**config.mk**
```make
export PLATFORM = sky130hd
export DESIGN_NAME = hbf_top
export DESIGN_NICKNAME = d
export VERILOG_FILES = /design/src/rtl/hbf_pkg.sv /design/src/rtl/hbf_sync.sv /design/src/rtl/hbf_par_decode.sv /design/src/rtl/hbf_ser_shift.sv /design/src/rtl/hbf_top.sv
export SDC_FILE = /design/constraint.sdc
export NUM_CORES = 1
export LEC_CHECK = 0
export BUFFER_PORTS_ARGS = -buffer_cell sky130_fd_sc_hd__buf_2
export CAP_MARGIN = 20
export CORE_MARGIN = 8
export CORE_UTILIZATION = 52
export DETAILED_ROUTE_END_ITERATION = 8
export PLACE_DENSITY = 0.78
export SLEW_MARGIN = 40
export SYNTH_ARGS = -nofsm -noshare
export SYNTH_HDL_FRONTEND = slang
export SYNTH_HIERARCHICAL = 1
export SYNTH_SLANG_ARGS = --single-unit
```
**constraint.sdc**
```tcl
create_clock -name clk -period 2.1 [get_ports clk]
set_input_delay 0.21 -clock clk [delete_from_list [all_inputs] [get_ports clk]]
set_output_delay 0.21 -clock clk [all_outputs]
set_load 0.005 [all_outputs]
```
**src/rtl/hbf_pkg.sv**
```systemverilog
package hbf_pkg;

    typedef enum logic [1:0] {
        HBF_I80 = 2'd0,
        HBF_M68 = 2'd1,
        HBF_SER = 2'd2
    } hbf_mode_e;

    // Strap decoding: serial overrides both parallel flavours.
    function automatic hbf_mode_e hbf_mode(input logic ser, input logic m68);
        if (ser)      return HBF_SER;
        else if (m68) return HBF_M68;
        else          return HBF_I80;
    endfunction

endpackage

```
**src/rtl/hbf_sync.sv**
```systemverilog
module hbf_sync #(
    parameter int             W       = 8,
    parameter int             STAGES  = 2,
    parameter logic [W-1:0]   RST_VAL = '0
) (
    input  logic         clk,
    input  logic         rst_n,
    input  logic [W-1:0] d_i,
    output logic [W-1:0] q_o
);
    logic [W-1:0] stg_d [STAGES];
    logic [W-1:0] stg_q [STAGES];

    always_comb begin
        stg_d[0] = d_i;
        for (int i = 1; i < STAGES; i++) begin
            stg_d[i] = stg_q[i-1];
        end
    end

    for (genvar g = 0; g < STAGES; g++) begin : g_stage
        always_ff @(posedge clk or negedge rst_n) begin
            if (!rst_n) stg_q[g] <= RST_VAL;
            else        stg_q[g] <= stg_d[g];
        end
    end

    assign q_o = stg_q[STAGES-1];
endmodule

```
**src/rtl/hbf_par_decode.sv**
```systemverilog
module hbf_par_decode
    import hbf_pkg::*;
(
    input  hbf_mode_e mode_i,
    // synchronised view: previous and current samples
    input  logic      prev_sel_i,
    input  logic      prev_a_i,
    input  logic      prev_b_i,
    input  logic      cur_a_i,
    input  logic      cur_b_i,
    // raw pin view for the read drive
    input  logic      raw_sel_i,
    input  logic      raw_a_i,
    input  logic      raw_b_i,
    output logic      hit_o,
    output logic      drive_o
);
    always_comb begin
        hit_o   = 1'b0;
        drive_o = 1'b0;
        unique case (mode_i)
            HBF_I80: begin
                // write strobe released (low to high) while selected
                hit_o   = prev_sel_i && !prev_b_i && cur_b_i;
                drive_o = raw_sel_i && !raw_a_i;
            end
            HBF_M68: begin
                // enable falls while direction says write
                hit_o   = prev_sel_i && prev_a_i && !cur_a_i && !prev_b_i;
                drive_o = raw_sel_i && raw_a_i && raw_b_i;
            end
            default: begin
                hit_o   = 1'b0;
                drive_o = 1'b0;
            end
        endcase
    end
endmodule

```
**src/rtl/hbf_ser_shift.sv**
```systemverilog
module hbf_ser_shift #(
    parameter int DW = 8
) (
    input  logic          clk,
    input  logic          rst_n,
    input  logic          en_i,
    input  logic          cur_sel_i,
    input  logic          prev_sel_i,
    input  logic          cur_sck_i,
    input  logic          prev_sck_i,
    input  logic          cur_sdi_i,
    output logic          done_o,
    output logic [DW-1:0] byte_o
);
    localparam int CW = (DW > 2) ? $clog2(DW) : 1;
    localparam logic [CW-1:0] LAST = CW'(DW-1);

    typedef struct packed {
        logic [DW-1:0] shreg;
        logic [CW-1:0] cnt;
    } ser_t;

    ser_t st_d, st_q;
    logic rise;

    assign rise = en_i && cur_sel_i && prev_sel_i && cur_sck_i && !prev_sck_i;

    always_comb begin
        st_d   = st_q;
        done_o = 1'b0;
        byte_o = {st_q.shreg[DW-2:0], cur_sdi_i};
        if (!en_i || !cur_sel_i) begin
            st_d.cnt = '0;
        end else if (rise) begin
            st_d.shreg = {st_q.shreg[DW-2:0], cur_sdi_i};
            if (st_q.cnt == LAST) begin
                done_o   = 1'b1;
                st_d.cnt = '0;
            end else begin
                st_d.cnt = st_q.cnt + 1'b1;
            end
        end
    end

    always_ff @(posedge clk or negedge rst_n) begin
        if (!rst_n) st_q <= '0;
        else        st_q <= st_d;
    end
endmodule

```
**src/rtl/hbf_top.sv**
```systemverilog
module hbf_top
    import hbf_pkg::*;
#(
    parameter int DW          = 8,
    parameter int SYNC_STAGES = 2,
    parameter bit HAS_SERIAL  = 1'b1
) (
    input  logic          clk,
    input  logic          rst_n,
    input  logic          cs_lo_n,
    input  logic          cs_hi,
    input  logic          dsel,
    input  logic          strb_a,
    input  logic          strb_b,
    input  logic          m68_sel,
    input  logic          ser_sel,
    input  logic [DW-1:0] bus_in,
    output logic [DW-1:0] bus_out,
    output logic [DW-1:0] bus_oe,
    input  logic [DW-1:0] rd_data,
    output logic          wr_valid,
    output logic [DW-1:0] wr_byte,
    output logic          wr_is_data
);
    localparam int SDI_BIT = DW - 1;
    localparam int SCK_BIT = DW - 2;
    localparam int CTL_W   = 5;
    localparam int SW      = CTL_W + DW;
    localparam int P_CSL   = SW - 1;
    localparam int P_CSH   = SW - 2;
    localparam int P_DSEL  = SW - 3;
    localparam int P_STA   = SW - 4;
    localparam int P_STB   = SW - 5;
    localparam logic [SW-1:0] SYNC_IDLE = {1'b1, {(SW-1){1'b0}}};

    typedef struct packed {
        logic csl;
        logic csh;
        logic sta;
        logic stb;
        logic sck;
    } hist_t;

    typedef struct packed {
        hist_t         hist;
        logic          vld;
        logic [DW-1:0] byt;
        logic          dc;
    } front_t;

    localparam front_t FRONT_RST = '{hist: '{csl: 1'b1, default: 1'b0},
                                     vld: 1'b0, byt: '0, dc: 1'b0};

    hbf_mode_e     mode;
    logic [SW-1:0] raw_vec, cur_vec;
    logic          cur_sel, prev_sel, raw_sel;
    logic          par_hit, par_drive;
    logic          ser_done;
    logic [DW-1:0] ser_byte;
    front_t        st_d, st_q;

    assign mode    = hbf_mode(ser_sel, m68_sel);
    assign raw_vec = {cs_lo_n, cs_hi, dsel, strb_a, strb_b, bus_in};

    hbf_sync #(.W(SW), .STAGES(SYNC_STAGES), .RST_VAL(SYNC_IDLE)) u_sync (
        .clk   (clk),
        .rst_n (rst_n),
        .d_i   (raw_vec),
        .q_o   (cur_vec)
    );

    assign raw_sel  = !cs_lo_n && cs_hi;
    assign cur_sel  = !cur_vec[P_CSL] && cur_vec[P_CSH];
    assign prev_sel = !st_q.hist.csl && st_q.hist.csh;

    hbf_par_decode u_par (
        .mode_i     (mode),
        .prev_sel_i (prev_sel),
        .prev_a_i   (st_q.hist.sta),
        .prev_b_i   (st_q.hist.stb),
        .cur_a_i    (cur_vec[P_STA]),
        .cur_b_i    (cur_vec[P_STB]),
        .raw_sel_i  (raw_sel),
        .raw_a_i    (strb_a),
        .raw_b_i    (strb_b),
        .hit_o      (par_hit),
        .drive_o    (par_drive)
    );

    if (HAS_SERIAL) begin : g_ser
        hbf_ser_shift #(.DW(DW)) u_ser (
            .clk        (clk),
            .rst_n      (rst_n),
            .en_i       (mode == HBF_SER),
            .cur_sel_i  (cur_sel),
            .prev_sel_i (prev_sel),
            .cur_sck_i  (cur_vec[SCK_BIT]),
            .prev_sck_i (st_q.hist.sck),
            .cur_sdi_i  (cur_vec[SDI_BIT]),
            .done_o     (ser_done),
            .byte_o     (ser_byte)
        );
    end else begin : g_noser
        assign ser_done = 1'b0;
        assign ser_byte = '0;
    end

    always_comb begin
        st_d          = st_q;
        st_d.hist.csl = cur_vec[P_CSL];
        st_d.hist.csh = cur_vec[P_CSH];
        st_d.hist.sta = cur_vec[P_STA];
        st_d.hist.stb = cur_vec[P_STB];
        st_d.hist.sck = cur_vec[SCK_BIT];
        st_d.vld      = 1'b0;
        if (mode == HBF_SER) begin
            if (ser_done) begin
                st_d.vld = 1'b1;
                st_d.byt = ser_byte;
                st_d.dc  = cur_vec[P_DSEL];
            end
        end else if (par_hit) begin
            st_d.vld = 1'b1;
            st_d.byt = cur_vec[DW-1:0];
            st_d.dc  = cur_vec[P_DSEL];
        end
    end

    always_ff @(posedge clk or negedge rst_n) begin
        if (!rst_n) st_q <= FRONT_RST;
        else        st_q <= st_d;
    end

    assign bus_oe     = {DW{rst_n && par_drive}};
    assign bus_out    = rd_data;
    assign wr_valid   = st_q.vld;
    assign wr_byte    = st_q.byt;
    assign wr_is_data = st_q.dc;
endmodule

```
Yosys cells after proc, flatten, opt, wreduce, memory -nomap -nowiden:

Cells that the tools add are included.

* register bits after elaboration: 51
* logic and storage cells: 62
* input bits: 25
* output and inout port bits: 26

* bitwise logic cells: 1
* reductions and logical operators: 31
* $add $sub $neg: 1
* muxes and demuxes: 13
* eq/ne operators: 4

Operators by type and width (count)
* two-way mux 10 bit: 3
* logical AND 1 bit: 16
* logical NOT 1 bit: 9
* two-way mux 3 bit: 3
* two-way mux 1 bit: 4
* one-hot mux 1 bit (2 select lines): 2
* AND reduction 2 bit: 2
* nonzero test 2 bit: 2
* adder 3 x 1 -> 3 bit (second input constant): 1
* equality test 3 bit (second input constant): 1
* equality test 2 x 1 -> 1 bit (second input constant): 1
* equality test 2 bit (second input constant): 1
* logical NOT 2 bit: 1
* two-way mux 2 bit: 1
* inequality test 2 bit (second input constant): 1
* logical OR 1 bit: 1
* inverter 1 bit: 1

Logic depth before layout (Yosys ltp):

* depth after elaboration: 11
* depth in mapped cells: 9

By module:

Netlist, hierarchy kept.

By module, submodules not included
* hbf_top: instances 1, seq. area each 376.6 um^2, area each 882.1 um^2, cells an instance 73
* hbf_sync: instances 1, seq. area each 653.1 um^2, area each 653.1 um^2, cells an instance 26
* hbf_ser_shift: instances 1, seq. area each 250.2 um^2, area each 516.7 um^2, cells an instance 37
* hbf_par_decode: instances 1, seq. area each 0.0 um^2, area each 57.6 um^2, cells an instance 8

Worst setup path after synthesis:

OpenSTA, ideal clock, no wires.

* path type: in2reg
* start: in ser_sel
* end: reg st_q, in the netlist wr_is_data
* setup time: 125 ps
* stages: 7
* arrival: 1705 ps
* path buffers: 2
* data required time: 1975 ps
* path slack: 270 ps
* path through: buf_2 nor2b_1 nand3b_1 a2111oi_2 buf_6 mux2_4 mux2_4

* elaborated cells between the ends (all ways): 17
* those cells by class: eq/ne: 3; mux: 5; reduce/logical: 9

RTL lines
* start: declaration: line hbf_top.sv:16 `input logic ser_sel,`
* two-way mux 2 bit (*): line hbf_pkg.sv:11 `if (ser) return HBF_SER;`
* named net mode[0]: line hbf_top.sv:54 `hbf_mode_e mode;`
* equality test 2 x 1 -> 1 bit / logical NOT 2 bit (equally long branches): line hbf_par_decode.sv:21 `unique case (mode_i)`
* one-hot mux 1 bit (2 select lines) (*): line hbf_par_decode.sv:21
* named net par_hit: line hbf_top.sv:57 `logic par_hit, par_drive;`
* nonzero test 2 bit (no source line) (*)
* AND reduction 2 bit (no source line) (*)
* end signal: assignment: line hbf_top.sv:131 `else st_q <= st_d;`
* end: declaration: line hbf_top.sv:60 `front_t st_d, st_q;`

The timed path passes the listed nets; every way through them passes the cells marked *.
A chain may end at the register's enable or synchronous reset.

Worst setup path after layout:

* start: reg u_sync.stg_q, in the netlist u_sync/q_o[9]
* end: reg st_q, in the netlist wr_byte[2]

* word-level cells in the longest chain between the ends: 6

RTL lines
* start: declaration: line hbf_sync.sv:12 `logic [W-1:0] stg_q [STAGES];`
* start signal: indexed assignment: line hbf_sync.sv:24 `else stg_q[g] <= stg_d[g];`
* logical NOT 1 bit: line hbf_par_decode.sv:29 `hit_o = prev_sel_i && prev_a_i && !cur_a_i && !prev_b_i;`
* logical AND 1 bit (2 in series): line hbf_par_decode.sv:29
* one-hot mux 1 bit (2 select lines): line hbf_par_decode.sv:21
* named net par_hit: line hbf_top.sv:57
* nonzero test 2 bit (no source line)
* AND reduction 2 bit (no source line)

The timed path passes the listed nets, and every way through them passes these cells.

==> summary.md <==
| Metric | Value |
|---|---|
| Synthesized area per cell | 14.6 µm² |
| Number of global-route vias before repair | 1096 |
| Final TNS setup | 0 ps |
| Crit path from | u_sync/q_o[9]$_DFF_PN0_ |
| F_max | 590 MHz |
| Synth cell types | 27 |
| Clock tree sinks | 51 |
| CTS clk-pin slew, worst paths | 80 ps |
| Unrepaired setup endpoints after global routing | no |
| Placer Congestion | 0.759 |
| P&R area growth vs syn | 3.62% |
| Crit path DAT | 1870 ps |
| Relative slew margins | 0.599 |
| Sequential share of power | 0.595 |
| Clock share of power | 0.263 |
| Internal | 1.47 mW |
| Number of port buffers | 34 |
| Largest area contributor in the synthesized netlist | dfrtp_1 |
| Fin. Hold Viols | 0 |
| Final WL | 3.16 mm |
| Post-layout util | 0.554 |
| DR vias/cell | 4.83 |
| Core Area | 3940 µm² |
| Combinational share of power | 0.142 |
| Power density cells | 894 nW/µm² |
| Worst Setup Start Kind | flip-flop |
| Post-synthesis register bit count | 51 |
| Synth top area share | 0.569 |
| TritonCTS clock tree | done |
| Layout cells sized above 1 | 0.426 |
| Clk_lat worst skew | 290 ps |
| CTS Buffer Depth | 2 |
| Die width | 79.7 µm |
| Initial antenna violation count | 0 |
| Starting density of the core | 0.535 |
| Sequential fraction of the synthesis area | 0.607 |
| Max-slew violations | 0 |
| CTS Buf Count | 5 |
| # diodes | 0 |
| R2R Setup Slk | 400 ps |
| Pleak | 1.05 nW |
| Total gr overflow | 0 |
| Top post-synthesis cells by area | dfrtp_1 (57%), mux2i_1 (11%), buf_4 (11%) |
| Switch Pwr | 0.481 mW |
| Highest routed metal layer | met4 |
| CP required | 2280 ps |
| # hold bufs at CTS | 0 |
| Worst vdd ir | 574 µV |
| Row cnt | 23 |
| Worst slew pin tran | 602 ps |
| M1 wire length | 1.41 mm |
| Detailed placement HPWL | 2.32 mm |
| Fillers | 296 |
| Crit-path max FO | 8 |
| Post_cts resized | 0 |
| Final setup violation count | 0 |
| Synth warn | 6 |
| Via Count | 990 |
| Sequential cell area | 1280 µm² |
| Initial DRC Count | 41 |
| Worst Skew | 4.70 ps |
| Sw Share | 0.246 |
| I/O pins | 51 |
| Nets | 181 |
| # DRC | 0 |
| Synthesized area | 2110 µm² |
| Critical path class | reg2reg |
| Wire per inst | 15.4 µm |
| DIE AREA | 6350 µm² |
| Tcrit/Tclk final | 0.807 |
| Mapped Nets | 171 |
| Die height | 79.7 µm |
| Largest net degree at the start of global routing | 52 |
| H-tree depth | 2 |
| Pre-antenna DRT Iters | 2 |
| MaxCap Viol Count | 0 |
| Worst min-delay path class | in2reg |
| GRT Total Usage | 0.107 |
| Wire length on met2 | 1.52 mm |
| Last element of the critical path | wr_byte[2]$_DFFE_PN0P_ |
| Area of the multi-input gates | 551 µm² |
| Post-CTS Setup Bufs | 0 |
| Routed met3 length | 195 µm |
| Clock period minus worst slack | 1700 ps |
| First-pass GRT wire length | 5.27 mm |
| Worst r2r dst | wr_byte[2]$_DFFE_PN0P_ |
| Number of routed nets with antenna violations | 0 |
| Run status | finished clean |
| Worst R2R Start | u_sync/q_o[9]$_DFF_PN0_ |
| Cell count of the worst reg-to-reg path | 5 |
| Root buf cell | clkbuf_8 |
| Syn Inst Count | 144 |
| Crit end category | flip-flop |
## through the flow
step / instances / worst slack, ps / instance area (µm²) / hold slack (ps) / total power [mW]
detailed placement: 197 / 324 / 2100 / 320 / 1.47
finish: 205 / 405 / 2190 / 16.1 / 1.95
CTS: 205 / 396 / 2190 / 5.60 / 1.99
global placement: 197 / 408 / 2100 / 317 / 1.44
global route: 205 / 347 / 2190 / 1.01 / 2.06
floorplan: 144 / 270 / 2110 / -85.6 / 1.42
## Yosys cell counts (all sizes together)
cell type and instances:
buf 35, or2 1, a2111oi 1, inv 1
and2 2, nand3b 1, o22a 1, mux2 9
nand2 2, nor2b 4, nor2 1, dfrtp 48
nand2b 2, nor3 1, dfstp 3, ha 2
o21ba 1, nand3 1, mux2i 24, clkbuf 1
a22o 2, a21oi 1
## registers in the layout (all words and copies together) (netlist names)
signal / cells
g_ser.u_ser/byte_o: 7
g_ser.u_ser/st_q: 3
st_q: 5
u_sync/q_o: 13
u_sync/stg_d: 13
wr_byte: 8
wr_is_data: 1
wr_valid: 1
## final cells by class
class	instances	area share
multi-input cells	56	0.252
repair buffers	39	0.0950
flip-flops and latches	51	0.586
clock buffers	7	0.0349
well taps	50	0.0286
inverters	1	0.00172
clock inverters	1	0.00229
## power groups by stage
stage	Clock [mW]	Sequential [mW]	Combinational, mW
floorplan	0	1.16	0.259
global placement	0	1.17	0.269
detailed placement	0	1.18	0.285
CTS	0.538	1.16	0.288
global route	0.568	1.18	0.315
finish	0.513	1.16	0.277
## logic make-up after synthesis
logic type      synth area share
flops                      0.607
buf+inv                    0.132
mux                        0.176
simple gates              0.0445
compound gates            0.0285
fa+ha+maj                 0.0119
## routing by layer
layer  global-route usage  up-vias
li1                     -      471
met5                    0        -
met1                0.127      485
met3               0.0439        6
met4               0.0481        0
met2                0.165       28
## worst max-delay path, stage by stage (launching register included)
cell	delay, ps
dfrtp_1	380
nand3b_1	170
a2111oi_2	430
buf_4	270
mux2i_1	240
mux2i_1	100
## placed cells by master, fill, tap and decap left out
| cell type | synthesis | layout |
|---|---|---|
| a2111oi_2 | 1 | 1 |
| a21oi_1 | 1 | 1 |
| a22o_2 | 2 | 2 |
| and2_1 | 1 | 1 |
| and2_2 | 1 | 1 |
| buf_2 | 1 | 34 |
| buf_4 | 31 | 5 |
| clkbuf_1 | 1 | 2 |
| clkbuf_8 | 0 | 5 |
| clkinv_2 | 0 | 1 |
| dfrtp_1 | 48 | 48 |
| dfstp_2 | 3 | 3 |
| ha_1 | 2 | 2 |
| inv_1 | 1 | 1 |
| mux2_2 | 1 | 1 |
| mux2_4 | 8 | 8 |
| mux2i_1 | 24 | 24 |
| nand2_1 | 2 | 2 |
| nand2b_1 | 1 | 1 |
| nand2b_2 | 1 | 1 |
| nand3_1 | 1 | 1 |
| nand3b_1 | 1 | 1 |
| nor2_1 | 1 | 1 |
| nor2b_1 | 4 | 4 |
| nor3_2 | 1 | 1 |
| o21ba_2 | 1 | 1 |
| o22a_2 | 1 | 1 |
| or2_2 | 1 | 1 |
## worst min-delay path by stage
stage	startpoint	endpoint	slack [ps]	depth (start not counted)
global placement	dsel	u_sync/stg_d[10]$_DFF_PN0_	320	1
floorplan	rst_n	g_ser.u_ser/byte_o[1]$_DFFE_PN0P_	-90	0
CTS	bus_in[0]	u_sync/stg_d[0]$_DFF_PN0_	6	1
global route	bus_in[0]	u_sync/stg_d[0]$_DFF_PN0_	1	1
finish	bus_in[4]	u_sync/stg_d[4]$_DFF_PN0_	20	1
detailed placement	bus_in[4]	u_sync/stg_d[4]$_DFF_PN0_	320	1
Power figures use the tool's default switching activity.
